===== config.mk =====
export PLATFORM = sky130hd
export DESIGN_NAME = eeprom_page_target
export DESIGN_NICKNAME = d
export VERILOG_FILES = /design/src/rtl/eeprom_pkg.sv /design/src/rtl/ee_bit_shifter.sv /design/src/rtl/ee_page_buf.sv /design/src/rtl/ee_write_timer.sv /design/src/rtl/eeprom_page_target.sv
export SDC_FILE = /design/constraint.sdc
export NUM_CORES = 1
export LEC_CHECK = 0
export ABC_AREA = 1
export CELL_PAD_IN_SITES_DETAIL_PLACEMENT = 0
export CELL_PAD_IN_SITES_GLOBAL_PLACEMENT = 1
export CORE_MARGIN = 5
export CORE_UTILIZATION = 40
export CTS_CLUSTER_DIAMETER = 100
export DETAILED_ROUTE_END_ITERATION = 6
export DONT_BUFFER_PORTS = 1
export PLACE_DENSITY_LB_ADDON = 0.1
export SYNTH_ARGS = -nofsm -noshare
export SYNTH_HDL_FRONTEND = slang
export SYNTH_SLANG_ARGS = --single-unit

===== constraint.sdc =====
create_clock -name clk -period 2.3 [get_ports clk]
set_input_delay 0.345 -clock clk [delete_from_list [all_inputs] [get_ports clk]]
set_output_delay 0.345 -clock clk [all_outputs]
set_load 0.02 [all_outputs]

===== src/rtl/eeprom_pkg.sv =====
package eeprom_pkg;
  typedef enum logic [2:0] {
    ST_IDLE,
    ST_DEV,
    ST_ADH,
    ST_ADL,
    ST_DATA,
    ST_SKIP,
    ST_BUSY
  } tgt_state_e;
endpackage


===== src/rtl/ee_bit_shifter.sv =====
module ee_bit_shifter (
  input  logic       clk,
  input  logic       rst_n,
  input  logic       hold,
  input  logic       scl_rise,
  input  logic       scl_fall,
  input  logic       sda_in,
  input  logic       ack_ok,
  output logic       byte_done,
  output logic [7:0] byte_val,
  output logic       sda_pull
);
  logic [3:0] cnt_q, cnt_d;
  logic [7:0] sh_q, sh_d;
  logic       done_d, ack_q, ack_d, pull_d;

  always_comb begin
    cnt_d  = cnt_q;
    sh_d   = sh_q;
    done_d = 1'b0;
    ack_d  = ack_q;
    pull_d = sda_pull;
    if (hold) begin
      cnt_d  = 4'd0;
      ack_d  = 1'b0;
      pull_d = 1'b0;
    end else begin
      if (byte_done) ack_d = ack_ok;
      if (scl_rise) begin
        if (cnt_q == 4'd8) begin
          cnt_d = 4'd0;
        end else begin
          sh_d   = {sh_q[6:0], sda_in};
          cnt_d  = cnt_q + 4'd1;
          done_d = (cnt_q == 4'd7);
        end
      end
      if (scl_fall) pull_d = (cnt_q == 4'd8) && ack_q;
    end
  end

  always_ff @(posedge clk or negedge rst_n) begin
    if (!rst_n) begin
      cnt_q     <= 4'd0;
      sh_q      <= 8'd0;
      byte_done <= 1'b0;
      ack_q     <= 1'b0;
      sda_pull  <= 1'b0;
    end else begin
      cnt_q     <= cnt_d;
      sh_q      <= sh_d;
      byte_done <= done_d;
      ack_q     <= ack_d;
      sda_pull  <= pull_d;
    end
  end

  assign byte_val = sh_q;

  // the acknowledge drive starts only in the ninth clock slot
  p_ack_slot_r1: assert property (@(posedge clk) disable iff (!rst_n)
    $rose(sda_pull) |-> (cnt_q == 4'd8));
endmodule


===== src/rtl/ee_page_buf.sv =====
module ee_page_buf #(
  parameter int PAGE_W = 5,
  parameter int TAG_W  = 8
) (
  input  logic              clk,
  input  logic              rst_n,
  input  logic              clr,
  input  logic              load,
  input  logic [TAG_W-1:0]  tag_in,
  input  logic [PAGE_W-1:0] ptr_in,
  input  logic              wr,
  input  logic [7:0]        wdata,
  input  logic [PAGE_W-1:0] rd_idx,
  output logic [TAG_W-1:0]  tag,
  output logic [7:0]        rd_data,
  output logic              rd_valid,
  output logic              any_valid
);
  localparam int PAGE_N = 1 << PAGE_W;

  logic [7:0]        slot_q [PAGE_N];
  logic [PAGE_N-1:0] vld_q, vld_d;
  logic [PAGE_W-1:0] ptr_q, ptr_d;
  logic [TAG_W-1:0]  tag_q, tag_d;

  always_comb begin
    vld_d = vld_q;
    ptr_d = ptr_q;
    tag_d = tag_q;
    if (clr) begin
      vld_d = '0;
    end else if (load) begin
      tag_d = tag_in;
      ptr_d = ptr_in;
    end else if (wr) begin
      vld_d[ptr_q] = 1'b1;
      ptr_d        = ptr_q + 1'b1;
    end
  end

  always_ff @(posedge clk or negedge rst_n) begin
    if (!rst_n) begin
      vld_q <= '0;
      ptr_q <= '0;
      tag_q <= '0;
    end else begin
      vld_q <= vld_d;
      ptr_q <= ptr_d;
      tag_q <= tag_d;
    end
  end

  always_ff @(posedge clk) begin
    if (wr && !clr && !load) slot_q[ptr_q] <= wdata;
  end

  assign tag       = tag_q;
  assign rd_data   = slot_q[rd_idx];
  assign rd_valid  = vld_q[rd_idx];
  assign any_valid = |vld_q;

  // the pointer steps by one and wraps inside the page
  p_ptr_wrap_r5: assert property (@(posedge clk) disable iff (!rst_n)
    (wr && !clr && !load) |=> (ptr_q == $past(ptr_q) + 1'b1));
  // the page tag does not move while data bytes arrive
  p_tag_hold_r4: assert property (@(posedge clk) disable iff (!rst_n)
    (wr && !clr && !load) |=> $stable(tag_q));
endmodule


===== src/rtl/ee_write_timer.sv =====
module ee_write_timer #(
  parameter int WCYC   = 1000,
  parameter int PAGE_W = 5
) (
  input  logic              clk,
  input  logic              rst_n,
  input  logic              start,
  output logic              busy,
  output logic              done,
  output logic              commit_act,
  output logic [PAGE_W-1:0] commit_idx
);
  localparam int CW     = $clog2(WCYC + 1);
  localparam int PAGE_N = 1 << PAGE_W;

  logic [CW-1:0] cnt_q, cnt_d;
  logic          busy_d;

  assign done       = busy && (cnt_q == CW'(WCYC - 1));
  assign commit_act = busy && (cnt_q < CW'(PAGE_N));
  assign commit_idx = cnt_q[PAGE_W-1:0];

  always_comb begin
    cnt_d  = cnt_q;
    busy_d = busy;
    if (start) begin
      busy_d = 1'b1;
      cnt_d  = '0;
    end else if (busy) begin
      if (done) busy_d = 1'b0;
      else      cnt_d  = cnt_q + 1'b1;
    end
  end

  always_ff @(posedge clk or negedge rst_n) begin
    if (!rst_n) begin
      cnt_q <= '0;
      busy  <= 1'b0;
    end else begin
      cnt_q <= cnt_d;
      busy  <= busy_d;
    end
  end

  // busy holds until the terminal count, then drops, and never rises by itself
  p_busy_holds_r7: assert property (@(posedge clk) disable iff (!rst_n)
    (busy && !done) |=> busy);
  p_busy_ends_r7: assert property (@(posedge clk) disable iff (!rst_n)
    (done && !start) |=> !busy);
  p_busy_cause_r7: assert property (@(posedge clk) disable iff (!rst_n)
    (!busy && !start) |=> !busy);
endmodule


===== src/rtl/eeprom_page_target.sv =====
module eeprom_page_target
  import eeprom_pkg::*;
#(
  parameter int         ADDR_W   = 13,
  parameter int         PAGE_W   = 5,
  parameter int         WCYC     = 1000,
  parameter logic [6:0] DEV_ADDR = 7'h50
) (
  input  logic              clk,
  input  logic              rst_n,
  input  logic              scl_rise,
  input  logic              scl_fall,
  input  logic              start_det,
  input  logic              stop_det,
  input  logic              sda_in,
  output logic              sda_oe,
  output logic              busy,
  output logic              arr_we,
  output logic [ADDR_W-1:0] arr_addr,
  output logic [7:0]        arr_wdata
);
  localparam int HI_W  = ADDR_W - 8;
  localparam int TAG_W = ADDR_W - PAGE_W;

  tgt_state_e        state_q, state_d;
  logic [HI_W-1:0]   ahi_q, ahi_d;
  logic              ack_ok, buf_load, buf_wr, buf_clr, tmr_start, tmr_done;
  logic              byte_done, sh_hold, buf_any, rd_valid, commit_act;
  logic [7:0]        byte_val, rd_data;
  logic [TAG_W-1:0]  buf_tag;
  logic [PAGE_W-1:0] commit_idx;

  assign sh_hold = start_det || stop_det || (state_q == ST_BUSY);

  ee_bit_shifter u_shift (
    .clk(clk), .rst_n(rst_n), .hold(sh_hold), .scl_rise(scl_rise),
    .scl_fall(scl_fall), .sda_in(sda_in), .ack_ok(ack_ok),
    .byte_done(byte_done), .byte_val(byte_val), .sda_pull(sda_oe)
  );

  ee_page_buf #(.PAGE_W(PAGE_W), .TAG_W(TAG_W)) u_buf (
    .clk(clk), .rst_n(rst_n), .clr(buf_clr), .load(buf_load),
    .tag_in({ahi_q, byte_val[7:PAGE_W]}), .ptr_in(byte_val[PAGE_W-1:0]),
    .wr(buf_wr), .wdata(byte_val), .rd_idx(commit_idx), .tag(buf_tag),
    .rd_data(rd_data), .rd_valid(rd_valid), .any_valid(buf_any)
  );

  ee_write_timer #(.WCYC(WCYC), .PAGE_W(PAGE_W)) u_tmr (
    .clk(clk), .rst_n(rst_n), .start(tmr_start), .busy(busy),
    .done(tmr_done), .commit_act(commit_act), .commit_idx(commit_idx)
  );

  always_comb begin
    state_d   = state_q;
    ahi_d     = ahi_q;
    ack_ok    = 1'b0;
    buf_load  = 1'b0;
    buf_wr    = 1'b0;
    buf_clr   = 1'b0;
    tmr_start = 1'b0;
    if (state_q == ST_BUSY) begin
      if (tmr_done) begin
        state_d = ST_IDLE;
        buf_clr = 1'b1;
      end
    end else if (stop_det) begin
      if ((state_q == ST_DATA) && buf_any) begin
        state_d   = ST_BUSY;
        tmr_start = 1'b1;
      end else begin
        state_d = ST_IDLE;
        buf_clr = 1'b1;
      end
    end else if (start_det) begin
      state_d = ST_DEV;
      buf_clr = 1'b1;
    end else if (byte_done) begin
      case (state_q)
        ST_DEV: begin
          if ((byte_val[7:1] == DEV_ADDR) && !byte_val[0]) begin
            ack_ok  = 1'b1;
            state_d = ST_ADH;
          end else begin
            state_d = ST_SKIP;
          end
        end
        ST_ADH: begin
          ahi_d   = byte_val[HI_W-1:0];
          ack_ok  = 1'b1;
          state_d = ST_ADL;
        end
        ST_ADL: begin
          buf_load = 1'b1;
          ack_ok   = 1'b1;
          state_d  = ST_DATA;
        end
        ST_DATA: begin
          buf_wr = 1'b1;
          ack_ok = 1'b1;
        end
        default: ;
      endcase
    end
  end

  always_ff @(posedge clk or negedge rst_n) begin
    if (!rst_n) begin
      state_q <= ST_IDLE;
      ahi_q   <= '0;
    end else begin
      state_q <= state_d;
      ahi_q   <= ahi_d;
    end
  end

  assign arr_we    = commit_act && rd_valid;
  assign arr_addr  = {buf_tag, commit_idx};
  assign arr_wdata = rd_data;

  // no acknowledge is driven during the internal write cycle
  p_quiet_busy_r8: assert property (@(posedge clk) disable iff (!rst_n)
    busy |-> !sda_oe);
  // array writes only happen inside the write cycle
  p_we_in_busy_r6: assert property (@(posedge clk) disable iff (!rst_n)
    arr_we |-> busy);
  // a stop with an empty buffer starts no write cycle
  p_stop_empty_r9: assert property (@(posedge clk) disable iff (!rst_n)
    (stop_det && !busy && !buf_any) |=> !busy);
endmodule


==> results of run 1 <==
-- repair_timing --
action                                  in CTS  in global routing
endpoints found under the setup margin       9                  9
setup buffers                               10                  2
gates resized for setup                     70                 85
endpoints found under the hold margin       86                  0
cloned                                       1                  5
hold buffers                                 6                  0
pin swaps                                    8                 34
-- logic make-up (layout without fill, tap and decap cells) --
| kind of cell | Yosys count | count (layout) | synth area share |
|---|---|---|---|
| AND/OR/NAND/NOR | 692 | 692 | 0.193 |
| flip-flops | 335 | 335 | 0.658 |
| AO/OA/AOI/OAI | 240 | 240 | 0.0911 |
| buffers and inverters | 140 | 251 | 0.0487 |
| adder cells (fa/ha/maj) | 7 | 7 | 0.00596 |
| XOR/XNOR | 5 | 5 | 0.00298 |
-- power groups by stage --
| stage | registers [mW] | logic (mW) | clock network [mW] |
|---|---|---|---|
| 2_1_floorplan | 7.13 | 0.109 | 0 |
| 3_3_place_gp | 6.98 | 0.578 | 0 |
| 3_5_place_dp | 6.98 | 0.581 | 0 |
| 4_1_cts | 6.85 | 0.626 | 6.69 |
| 5_1_grt | 6.85 | 0.667 | 6.96 |
| 6_report | 6.85 | 0.610 | 6.55 |
-- placed cells by master (no fill, tap or decap), types with 10 or more instances in the layout --
cell | netlist | final
nand3_2 | 2 | 17
nor2_4 | 1 | 15
a21oi_2 | 11 | 11
edfxtp_1 | 256 | 256
buf_6 | 10 | 10
nor2_2 | 10 | 28
nor2_1 | 298 | 266
inv_1 | 53 | 53
nand2_1 | 275 | 260
inv_2 | 11 | 10
o21ai_0 | 115 | 86
dfrtp_1 | 79 | 75
nand3_1 | 83 | 67
o21ai_1 | 42 | 65
a31oi_1 | 21 | 21
nand2_2 | 5 | 19
a21oi_1 | 30 | 30
o21ai_2 | 8 | 14
buf_4 | 22 | 71
clkbuf_16 | 0 | 45
buf_12 | 0 | 16
-- state kept, by name, summed over array words and instances, names as in the netlist --
signal / count
u_shift.byte_val: 8
u_shift.ack_q: 1
u_buf.slot_q: 256
u_buf.ptr_q: 5
u_tmr.cnt_q: 10
u_buf.vld_q: 32
ahi_q: 5
state_q: 3
u_shift.cnt_q: 4
u_buf.tag: 8
u_shift.byte_done: 1
u_shift.sda_pull: 1
u_tmr.busy: 1
-- through the flow --
stage | hold WS (ns) | utilization
after floorplan | 0.0494 | -
after global placement | 0.0519 | 0.432
after detailed placement | 0.0518 | 0.432
after CTS | 0.00236 | 0.481
after global routing | 0.0138 | 0.491
final | 0.0258 | 0.491
-- worst paths after layout --
path	depth (start not counted)	start	to	slack, ns
max	11	u_tmr.cnt_q[0]	arr_wdata[1]	-0.35
min	2	scl_fall	u_shift.sda_pull	0.03
min in group asynchronous	2	rst_n	u_buf.vld_q[29]	0.41
max reg2reg	6	u_tmr.cnt_q[0]	u_buf.vld_q[13]	0.24
min reg2reg	2	ahi_q[1]	u_buf.tag[4]	0.47
max in group asynchronous	2	rst_n	u_buf.tag[1]	1.54
-- critical path: stages (launching register included) --
cell and delay [ns]:
dfrtp_4 0.53, buf_12 0.17, inv_8 0.09, buf_4 0.13
nor2_1 0.04, o22ai_1 0.20, nand2_1 0.09, nand2_1 0.14
nor2_4 0.05, buf_6 0.12, nor2_4 0.10, buf_6 0.12
-- final cells by class --
cell class                      count  area (um^2)  share of cell area
Clock buffer                       49         1070              0.0596
Clock inverter                     17          288              0.0161
Inverter                           67          285              0.0159
Multi-Input combinational cell    944         4620               0.258
Sequential cell                   335         9670               0.541
Tap cell                          468          586              0.0327
Timing Repair Buffer              117         1360              0.0758
Timing Repair inverter              1         11.3            0.000630
-- routing by layer --
metal  vias to the layer above  GRT usage  part of all wire
li1                       4995          -                 -
met2                       233      0.323              0.48
met1                      5034      0.282              0.45
met4                         0     0.0518             0.021
met3                        53     0.0258             0.045
met5                         -          0                 0
==> metrics, run 1 <==
outcome complete, but fails checks; failing checks negative setup slack; initial DRC count 628; Final Hold Violating Endpoints 0; power density over the cells between 700 and 800 nW/um^2; routed vias 10300; fmax ~380 MHz; Placed Area between 15000 and 20000 um^2; LEAKAGE between 6 and 7 nW; Post-Synthesis Cells 1419; fill count roughly 3300; unrepaired setup endpoints after global routing true; Die W 202 um; Comb power frac 0.044; Flop pwr share 0.489; Top-Level Pins 31; die height roughly 200 um; area share of the largest cell type after synthesis 0.524; pin count of the biggest net entering global routing 80; Synth area leaders edfxtp_1 52%, dfrtp_1 13%, nor2_1 7.6%; WL/cell just over 20 um; Hold Crit Class primary input to register; Max VDD drop 0.000532 V; drt pass-1 iters 5; most frequent cells after synthesis 298 x nor2_1, 275 x nand2_1, 256 x edfxtp_1; MaxCap Viol Count 0; Final Cell Area approximately 18000 um^2; switching power around 2.9 mW; endpoint class of the critical path output pin; Setup Crit Path Kind register to output pin; Pwr Total between 10 and 15 mW; GRT Total Usage 0.198; first-pass GRT wire length ~62 mm; TritonCTS buffer count 38; Initial Utilization 0.403; H-Tree Depth 2; Yosys top cell by area edfxtp_1; period utilization 1.15; Clock Skews 0.0120 ns; grt total ovfl 0; Min Clock Period, post-route 2.65 ns; Place WS about 0.067 ns; sequential area share after synthesis 0.658; Final Max Tran Viols 0; Post-synth EDFFs about 260; ys async rst share 0.236; Clock power frac 0.467; Worst EP arrival ~2.3 ns; vias in the first global route 10100; CP required between 1.5 and 2 ns; Unique masters post-synth 40; Yosys warnings 0; Rows 70; Syn Std Cell Area ~15000 um^2; ANT nets after route 0; fin nets about 1500; Core Area ~36000 um^2; dpl cells approximately 1900; syn_nets between 1000 and 1500; CTS tree yes; final wirelength between 40 and 50 mm; Final WS setup -0.348 ns; Placer Congestion ~0.79; Clock Sink Count roughly 340; # DRC 0; Worst Setup Start Kind register; Least-Margin Pin Slew roughly 0.46 ns; synthesized flop and latch total approximately 340; final setup fails 9; count leader, synth nor2_1; sw frac 0.209; CTS Root Cell clkbuf_16; Top FF cell, synth edfxtp_1; hpwl dp between 20 and 25 mm; initial antenna violation count 0; die area 40600 um^2; Skew-Pair Late Insertion Delay roughly 0.53 ns; Max-slew headroom 0.689; share of layout cells above drive strength 1 0.195; clock tree buffer depth 3; Buffers on Ports 0; internal power between 10 and 15 mW; setup TNS -2.87 ns; Avg Cell Area, Syn around 10 um^2; crit-path max FO 5; n_diodes 0; final std cells w/o fill roughly 2000; CTS clock-pin slew for the worst setup and hold paths ~0.060 ns; Area Overhead vs Synth 21.8%; Via density ~5.2
No activity file was read; power rests on OpenSTA's default activity.
==> run 2: changes to the inputs <==
- CTS_BUF_LIST: not set -> sky130_fd_sc_hd__clkbuf_4 sky130_fd_sc_hd__clkbuf_8
==> run 2 against run 1 <==
Non-clock buffer count is 4 higher. The run still ends with negative setup slack left. Maximum frequency shrank 6.0%. Register-to-register slack about the same. Final cell count up 2.2%. Highest routed layer unchanged.
==> metrics, run 2 (synthesized netlist as in run 1, its figures left out) <==
final setup fails 9 (unchanged); drt pass-1 iters 5 (unchanged); CTS Root Cell clkbuf_8; Initial Utilization 0.403 (unchanged); pin count of the biggest net entering global routing 80 (unchanged); hpwl dp 25.0 mm (unchanged); Worst EP arrival 2.47 ns (+0.17 ns); Multi-input gate area 4550 um^2 (-1.5%); Die W 202 um (unchanged); routed vias 10500 (+1.8%); period utilization 1.22 (+0.0734); Hold Crit Class primary input to asynchronous set/reset pin; clock tree buffer depth 3 (unchanged); flip-flop and latch area 9670 um^2 (about the same); TritonCTS buffer count 58 (+53%); Max VDD drop 0.000387 V (-27%); die area 40600 um^2 (unchanged); Min Clock Period, post-route 2.82 ns (+0.169 ns); Final Hold Violating Endpoints 0 (unchanged); # DRC 0 (unchanged); Top Registers u_buf.slot_q: 256 flops, u_buf.vld_q: 32 flops, u_tmr.cnt_q: 10 flops; Worst Setup Start Kind register; fmax 355 MHz (-6.0%); initial DRC count 662 (+5.4%); commonest non-fill, non-tap cells in the layout 266 x nand2_1, 263 x nor2_1, 256 x edfxtp_1, 93 x o21ai_0, 76 x dfrtp_1; MaxCap Viol Count 0 (unchanged); LEAKAGE 6.89 nW (about the same); initial antenna violation count 0 (unchanged); endpoint class of the critical path output pin; final std cells w/o fill 2041 (+2.2%); ANT nets after route 0 (unchanged); Final Max Tran Viols 0 (unchanged); fin nets 1543 (+1.6%); Placer Congestion 0.791 (unchanged); unrepaired setup endpoints after global routing true; CTS tree yes; Least-Margin Pin Slew 0.467 ns (+0.00285 ns); setup TNS -4.33 ns (-1.46 ns); Via density 5.14 (-0.37%); dpl cells 1908 (unchanged); commonest non-fill, non-tap cell in the layout nand2_1; share of layout cells above drive strength 1 0.204 (+0.00864); Top reg by flops u_buf.slot_q; CP required 1.96 ns (about the same); first-pass GRT wire length 62.9 mm (+1.0%); Buffers on Ports 0 (unchanged); number of flip-flops in the largest register 256 (unchanged); Clock Sink Count 335 (unchanged); CTS clock-pin slew for the worst setup and hold paths 0.06 ns (about the same); WL/cell 20.8 um (+0.65%); Final WS setup -0.517 ns (-0.169 ns); grt total ovfl 0 (unchanged); final wirelength 42.4 mm (+2.8%); Top-Level Pins 31 (unchanged); vias in the first global route 10400 (+2.6%); Setup Crit Path Kind register to output pin; H-Tree Depth 2 (unchanged); Max-slew headroom 0.689 (-0.000757); Rows 70 (unchanged); Place WS 0.0666 ns (unchanged); Area Overhead vs Synth 20.5%; crit-path max FO 7 (+2); die height 202 um (unchanged); outcome complete, but fails checks; Core Area 36400 um^2 (unchanged); failing checks negative setup slack; GRT Total Usage 0.201 (+0.00269); Clock Skews 0.0198 ns (+0.00776 ns); power density over the cells 725 nW/um^2 (-7.4%); fill count 3403 (+2.2%); n_diodes 0 (unchanged); Skew-Pair Late Insertion Delay 0.63 ns (+0.10 ns)
-- run 2: cell types whose count changed in the layout (fill, tap and decap cells not counted), sizes merged, moves of 3 or more --
| cell | change |
|---|---|
| buf | -6 |
| bufinv | -7 |
| clkinv | +13 |
| clkbuf | +39 |
| dlygate4sd3 | +3 |
-- run 2: worst paths after layout --
path                       slack (ns)  depth (start not counted)      startpoint                 to
setup / recovery                -0.52                         12  u_tmr.cnt_q[0]       arr_wdata[7]
setup reg to reg                 0.24                          7  u_tmr.cnt_q[0]     u_buf.vld_q[6]
min in group clk                 0.37                          2        scl_fall   u_shift.sda_pull
hold reg to reg                  0.47                          2        ahi_q[1]       u_buf.tag[4]
max in group asynchronous        1.65                          2           rst_n  u_shift.byte_done
hold / removal                   0.25                          2           rst_n     u_tmr.cnt_q[6]
-- run 2: repair_timing --
item                       in CTS  in global routing
hold buffers                    9                  0
setup endpoints to repair       9                  9
pin swaps                       2                 27
buffers inserted                2                  7
resized for setup              21                 94
cloned                          1                 12
hold endpoints to repair       95                  0
-- run 2: metrics by stage --
stage / util / total power, mW / area (um^2) / hold slack, ns
after global placement: 0.432 / 7.55 / 15700 / 0.0519
after floorplan: - / 7.24 / 14700 / 0.0494
final: 0.486 / 12.8 / 17700 / 0.247
after detailed placement: 0.432 / 7.56 / 15700 / 0.0518
after CTS: 0.469 / 13.0 / 17100 / 0.247
after global routing: 0.486 / 13.3 / 17700 / 0.271
-- run 2: worst max-delay path, stage by stage, from the launching register on --
cell and delay, ns:
dfrtp_4 0.50, buf_12 0.17, buf_12 0.16, buf_16 0.16
nor2_2 0.09, nor2_1 0.04, o21ai_1 0.11, nand2_1 0.09
nand2_2 0.07, nand3_2 0.09, nor2_2 0.12, nor2_1 0.07
buf_4 0.15
-- run 2: report_power, final --
group | internal [mW] | switching [mW]
clock | 2.92 | 2.45
combinational | 0.0953 | 0.521
sequential | 6.83 | 0.0228
-- run 2: cell type report --
class,instances,area share
clock buffers,82,0.0570
clock inverters,22,0.00679
inverters,67,0.0152
multi-input cells,944,0.257
flip-flops and latches,335,0.547
well taps,468,0.0331
repair buffers,121,0.0833
repair inverters,2,0.000990
-- run 2: layer usage --
layer | global-route usage | vias up | wire length (um)
met4 | 0.0615 | 0 | 914
met3 | 0.0382 | 68 | 2190
met2 | 0.326 | 286 | 20400
met5 | 0 | - | 0
met1 | 0.275 | 5096 | 18900
li1 | - | 5048 | -
